`src/rtl/rst_seq_pkg.sv`:
```
package rst_seq_pkg;
   typedef enum logic [2:0] {
      PH_STAB,
      PH_REC1,
      PH_REC2,
      PH_VEC_HI,
      PH_VEC_LO,
      PH_RUN
   } phase_e;
endpackage

```
`src/rtl/rst_seq_timer.sv`:
```
module rst_seq_timer #(
   parameter int CNT_W = 12
) (
   input  logic             clk_i,
   input  logic             por_i,
   input  logic             restart_i,
   input  logic [CNT_W-1:0] lim_i,
   output logic             done_o
);
   logic [CNT_W-1:0] cnt_q;

   always_ff @(posedge clk_i or posedge por_i) begin
      if (por_i)          cnt_q <= '0;
      else if (restart_i) cnt_q <= '0;
      else                cnt_q <= cnt_q + 1'b1;
   end

   assign done_o = (cnt_q == lim_i);
endmodule

```
`src/rtl/rst_seq_fsm.sv`:
```
module rst_seq_fsm
   import rst_seq_pkg::*;
#(
   parameter int CNT_W    = 12,
   parameter int STAB_CYC = 4096,
   parameter int REC_CYC  = 32
) (
   input  logic             clk_i,
   input  logic             por_i,
   input  logic             req_i,
   input  logic             done_i,
   output phase_e           ph_o,
   output logic             restart_o,
   output logic [CNT_W-1:0] lim_o
);
   localparam logic [CNT_W-1:0] STAB_LIM = CNT_W'(STAB_CYC - 1);
   localparam logic [CNT_W-1:0] REC_LIM  = CNT_W'(REC_CYC - 1);

   phase_e ph_q, ph_d;
   logic   step;

   always_comb begin
      ph_d = ph_q;
      step = 1'b0;
      unique case (ph_q)
         PH_STAB:   if (done_i) begin ph_d = PH_REC1; step = 1'b1; end
         PH_REC1:   if (done_i) begin ph_d = PH_REC2; step = 1'b1; end
         PH_REC2:   if (done_i) begin ph_d = PH_VEC_HI; step = 1'b1; end
         PH_VEC_HI: ph_d = PH_VEC_LO;
         PH_VEC_LO: ph_d = PH_RUN;
         default:   ph_d = PH_RUN;
      endcase
      if (req_i) ph_d = PH_REC1;
   end

   always_ff @(posedge clk_i or posedge por_i) begin
      if (por_i) ph_q <= PH_STAB;
      else       ph_q <= ph_d;
   end

   assign ph_o      = ph_q;
   assign restart_o = step | req_i;
   assign lim_o     = (ph_q == PH_STAB) ? STAB_LIM : REC_LIM;
endmodule

```
`src/rtl/rst_seq_status.sv`:
```
module rst_seq_status #(
   parameter int STAT_W   = 8,
   parameter int POR_BIT  = 0,
   parameter int WDOG_BIT = 1,
   parameter int ILOP_BIT = 2
) (
   input  logic              clk_i,
   input  logic              por_i,
   input  logic              req_i,
   input  logic              wdog_i,
   input  logic              ilop_i,
   input  logic              rd_en_i,
   output logic [STAT_W-1:0] stat_o,
   output logic [STAT_W-1:0] rd_data_o
);
   localparam logic [STAT_W-1:0] POR_MASK = STAT_W'(1) << POR_BIT;

   logic [STAT_W-1:0] stat_q, cause;

   always_comb begin
      cause = '0;
      cause[WDOG_BIT] = wdog_i;
      cause[ILOP_BIT] = ilop_i;
   end

   always_ff @(posedge clk_i or posedge por_i) begin
      if (por_i) begin
         stat_q    <= POR_MASK;
         rd_data_o <= '0;
      end else begin
         if (req_i) stat_q <= cause;
         rd_data_o <= rd_en_i ? stat_q : '0;
      end
   end

   assign stat_o = stat_q;
endmodule

```
`src/rtl/rst_seq.sv`:
```
module rst_seq
   import rst_seq_pkg::*;
#(
   parameter int STAB_CYC      = 4096,
   parameter int REC_CYC       = 32,
   parameter int STAT_W        = 8,
   parameter int POR_BIT       = 0,
   parameter int WDOG_BIT      = 1,
   parameter int ILOP_BIT      = 2,
   parameter bit PIN_HOLD_REC2 = 1'b0
) (
   input  logic              clk_i,
   input  logic              por_i,
   input  logic              wdog_to_i,
   input  logic              illop_i,
   input  logic              rd_en_i,
   output logic [STAT_W-1:0] rd_data_o,
   output logic              rst_pin_drv_o,
   output logic              core_rst_o,
   output logic              clk_en_o,
   output logic [1:0]        vec_fetch_o
);
   localparam int MAX_CYC = (STAB_CYC > REC_CYC) ? STAB_CYC : REC_CYC;
   localparam int CNT_W   = $clog2(MAX_CYC);

   if (STAB_CYC < 2 || REC_CYC < 2) begin : g_bad_len
      $error("rst_seq: phase lengths must be at least 2");
   end
   if (POR_BIT >= STAT_W || WDOG_BIT >= STAT_W || ILOP_BIT >= STAT_W) begin : g_bad_pos
      $error("rst_seq: status bit outside register");
   end
   if (POR_BIT == WDOG_BIT || POR_BIT == ILOP_BIT || WDOG_BIT == ILOP_BIT) begin : g_bad_dup
      $error("rst_seq: status bits must differ");
   end

   phase_e            ph;
   logic              req, restart, done;
   logic [CNT_W-1:0]  lim;
   logic [STAT_W-1:0] stat_q;

   assign req = (wdog_to_i | illop_i) & (ph != PH_STAB);

   rst_seq_fsm #(.CNT_W(CNT_W), .STAB_CYC(STAB_CYC), .REC_CYC(REC_CYC)) u_fsm (
      .clk_i(clk_i), .por_i(por_i), .req_i(req), .done_i(done),
      .ph_o(ph), .restart_o(restart), .lim_o(lim)
   );

   rst_seq_timer #(.CNT_W(CNT_W)) u_tmr (
      .clk_i(clk_i), .por_i(por_i), .restart_i(restart), .lim_i(lim), .done_o(done)
   );

   rst_seq_status #(.STAT_W(STAT_W), .POR_BIT(POR_BIT), .WDOG_BIT(WDOG_BIT),
                    .ILOP_BIT(ILOP_BIT)) u_stat (
      .clk_i(clk_i), .por_i(por_i), .req_i(req), .wdog_i(wdog_to_i), .ilop_i(illop_i),
      .rd_en_i(rd_en_i), .stat_o(stat_q), .rd_data_o(rd_data_o)
   );

   if (PIN_HOLD_REC2) begin : g_pin_long
      assign rst_pin_drv_o = (ph == PH_STAB) | (ph == PH_REC1) | (ph == PH_REC2);
   end else begin : g_pin_short
      assign rst_pin_drv_o = (ph == PH_STAB) | (ph == PH_REC1);
   end

   assign core_rst_o  = (ph == PH_STAB) | (ph == PH_REC1) | (ph == PH_REC2);
   assign clk_en_o    = (ph != PH_STAB);
   assign vec_fetch_o = {ph == PH_VEC_LO, ph == PH_VEC_HI};
endmodule

```
`config.mk`:
```
export PLATFORM = sky130hd
export DESIGN_NAME = rst_seq
export DESIGN_NICKNAME = d
export VERILOG_FILES = /design/src/rtl/rst_seq_pkg.sv /design/src/rtl/rst_seq_timer.sv /design/src/rtl/rst_seq_fsm.sv /design/src/rtl/rst_seq_status.sv /design/src/rtl/rst_seq.sv
export SDC_FILE = /design/constraint.sdc
export NUM_CORES = 1
export LEC_CHECK = 0
export CAP_MARGIN = 10
export CORE_MARGIN = 3
export CORE_UTILIZATION = 35
export CTS_CLUSTER_SIZE = 30
export DETAILED_ROUTE_END_ITERATION = 10
export PLACE_DENSITY = 0.61
export RECOVER_POWER = 100
export SLEW_MARGIN = 40
export SYNTH_ARGS = -nofsm -noshare
export SYNTH_HDL_FRONTEND = slang
export SYNTH_SLANG_ARGS = --single-unit
```
`constraint.sdc`:
```
create_clock -name clk_i -period 2.45 [get_ports clk_i]
set_clock_uncertainty 0.1 [all_clocks]
set_input_delay 0.6125 -clock clk_i [delete_from_list [all_inputs] [get_ports clk_i]]
set_output_delay 0.6125 -clock clk_i [all_outputs]
set_load 0.03 [all_outputs]
```
==> results of run 1 <==
[worst reg2reg max path: cells and delay by family (launching register included)]
| family | cells | cell delay [ns] |
|---|---|---|
| flip-flops | 1 | 0.45 |
| AND/OR/NAND/NOR | 2 | 1.02 |
| AO/OA/AOI/OAI | 2 | 0.64 |
[synth_stat cells]
cell type	number
nor3b_1	1
o21a_1	2
dfrtp_1	20
a211o_1	1
or3_2	1
inv_1	5
o21ai_0	1
nand2_1	9
nor4_1	3
a211oi_1	1
dfstp_2	1
ha_1	1
nand3_1	4
buf_4	5
nor2b_1	1
buf_2	1
or4b_1	1
nand2b_1	1
and3_1	1
nand4_1	2
nand4b_1	1
nor2_1	5
a21oi_1	2
clkbuf_1	2
nor3_1	17
xor2_1	2
a21boi_0	1
xnor2_1	8
a311o_1	1
conb_1	1
or4_4	1
and2_1	3
[registers in the layout, summed over array words and instances (netlist names)]
register and count:
u_stat.rd_data_o 3, u_fsm.ph_o 3, u_tmr.cnt_q 12, u_stat.stat_o 3
[metrics by stage]
stage / power [mW] / hold slack, ns / instance area (um^2)
after CTS: 0.592 / 0.392 / 1210
final: 0.581 / 0.388 / 1200
after floorplan: 0.398 / 0.337 / 1050
after global placement: 0.410 / 0.354 / 1180
after global routing: 0.603 / 0.417 / 1200
after detailed placement: 0.410 / 0.358 / 1180
[power groups by stage]
stage	Clock, mW	Sequential [mW]	Combinational (mW)
global route	0.197	0.356	0.0500
detailed placement	0	0.362	0.0483
finish	0.181	0.355	0.0448
floorplan	0	0.366	0.0314
CTS	0.188	0.356	0.0485
global placement	0	0.362	0.0480
[routing by layer]
layer	GRT usage, %	up-vias	routed length [um]
met3	2.77	4	100
met1	15.6	373	902
met2	19.0	14	889
met4	5.70	0	27
met5	0	-	0
li1	-	386	-
[worst paths after layout]
path,startpoint,end,slack [ns],cells past startpoint
max,u_fsm.ph_o[0],clk_en_o,0.04,2
min,u_stat.stat_o[0],u_stat.stat_o[0],0.39,1
max reg2reg,u_fsm.ph_o[0],u_fsm.ph_o[0],0.15,4
min reg2reg,u_stat.stat_o[0],u_stat.stat_o[0],0.39,1
max in group asynchronous,por_i,u_tmr.cnt_q[8],0.63,3
min in group asynchronous,por_i,u_tmr.cnt_q[2],0.96,3
[cells by family (layout without fill, tap and decap cells)]
group	Yosys count	after routing
other	1	5
AND/OR/NAND/NOR	51	51
buffers and inverters	13	24
XOR/XNOR	10	10
flip-flops	21	21
adder cells (fa/ha/maj)	1	1
AO/OA/AOI/OAI	9	9
[area by class of cell]
cell class                      count  area [um^2]
Clock buffer                        3         22.5
Clock inverter                      1         7.51
Fill cell                         285         1580
Inverter                            5         18.8
Multi-Input combinational cell     76          450
Sequential cell                    21          527
Tap cell                           31         38.8
Timing Repair Buffer               15          133
[what timing repair did]
item                                    CTS  global route
endpoints found under the setup margin    4             1
resized for setup                         4             1
pin swaps                                 0             0
==> flow_summary.yaml, run 1 <==
outcome:
  outcome: "finished, final reports clean"
synthesis:
  syn_avg_cell_area_um2: 9.76
  yosysUniqueCellTypes: 32
  synth-simple-area-share_pct: 26.2
  synth_xor_area_share_pct: 8.46
  ys.warnings.count: 0
  synth_area_mm2: 0.00103
  synth_top_area_cell: "dfrtp_1"
  synth.area.mux_share_pct: 0
  synth_top_family_by_area: "simple AND/OR/NAND/NOR gates"
  synth-compound-area-share_pct: 6.17
  ys_top_cells_by_area: "dfrtp_1 48%, nor3_1 8.2%, xnor2_1 6.8%, buf_4 3.6%, nand2_1 3.3%"
  synth_top_area_share_pct: 48.4
  synthCells: 106
  synthAdderAreaFrac_pct: 1.21
  synth_seq_cells: 21
  ys_seq_area_share_pct: 50.9
detailed_routing:
  wl_per_cell_um: 12.6
  vias: 777
  drt_iter0_markers: 40
  avgViaCountPerCell: 5.11
  dr.pass1.iters: 4
  postRouteAntennaNets: 0
  drt-total-wl_um: 1920
  drc: 0
clock_tree:
  cts_sinks: 21
  insertion_delay_ns: 0.32
  clockRootBuffer: "clkbuf_4"
  clockBufferDepth: 2
  ctsHoldBuffers: 0
  cts-buffers-inserted: 3
  cts_setup_buffers: 0
  cts.reportedPaths.clkPinSlew_ns: 0.13
  cts_tree: "done"
  htreeDepth: 1
sta:
  min_period_ns: 2.41
  max-slew-margin-rel_pct: 25.8
  slew_violations: 0
  hold_violations: 0
  setup_ws_ns: 0.0443
  setup_tns_ns: 0
  rsz0062_at_grt: "no"
  finalSetupViolCount: 0
  fmax_ghz: 0.416
  worstMarginPinSlew_ns: 1.11
  min_period_over_period_pct: 98.2
power_and_ir_drop:
  peakVddDrop_mv: 0.294
  p_switching_mw: 0.154
  switching_share_pct: 26.5
  seqPwrFrac_pct: 61.1
  p_int_mw: 0.427
  p_per_area_mw_per_mm2: 486
  p_clk_share_pct: 31.2
  leakagePower_nw: 0.488
  comb_power_share_pct: 7.7
worst_hold_path:
  hp-class: "flip-flop to flip-flop"
global_routing:
  grt_pass1_vias: 763
  grt_pass1_wl_um: 3280
  grt_max_degree: 22
  antenna_found_initial: 0
  grt_use_total_pct: 12.0
  grt-ovfl-total: 0
critical_path:
  path_cells: "or3_2 -> clkdlybuf4s15_1"
  cp_data_arrival_time_ns: 1.69
  path_max_fanout: 7
  end_kind: "primary output"
  path_delay_family: "simple AND/OR/NAND/NOR gates"
  start_kind: "flip-flop"
  crit_slowest_cell: "or3_2"
  cp.required_ns: 1.74
  crit_buf_inv: 1
  path_class: "flip-flop to primary output"
  max_stage_delay_ns: 0.56
layout:
  fin_cells: 152
  diodes: 0
  final_core_util_pct: 43.0
  nNetsFinal: 128
  drive_gt1_share_pct: 6.61
  layout_commonest_cell: "dfrtp_1"
  mostFrequentLayoutCells: "20 x dfrtp_1, 17 x nor3_1, 9 x nand2_1"
  syn_to_final_growth_pct: 15.7
placement:
  dp_worst_setup_slack_ns: 0.153
  io_buffers: 12
  globalplace.congestion: 0.778
  placedCellCount: 148
  dp_hpwl_um: 1350
floorplanning:
  ioPinCount: 18
  dieArea_mm2: 0.00364
  fp.dieW_um: 60.4
  start_util_pct: 37.2
  coreArea_mm2: 0.00278
  rows: 19
  die_h_um: 60.4
flow_run:
  maxCapViolations: 0
(Power assumes the default switching activity.)
==> inputs of run 2 (changes only) <==
--- a/config.mk
+++ b/config.mk
@@ -16,3 +16,4 @@
 export SYNTH_ARGS = -nofsm -noshare
 export SYNTH_HDL_FRONTEND = slang
 export SYNTH_SLANG_ARGS = --single-unit
+export TNS_END_PERCENT = 50
==> results of run 2 <==
The final DEF is identical to that of run 1; final timing and power are the same.
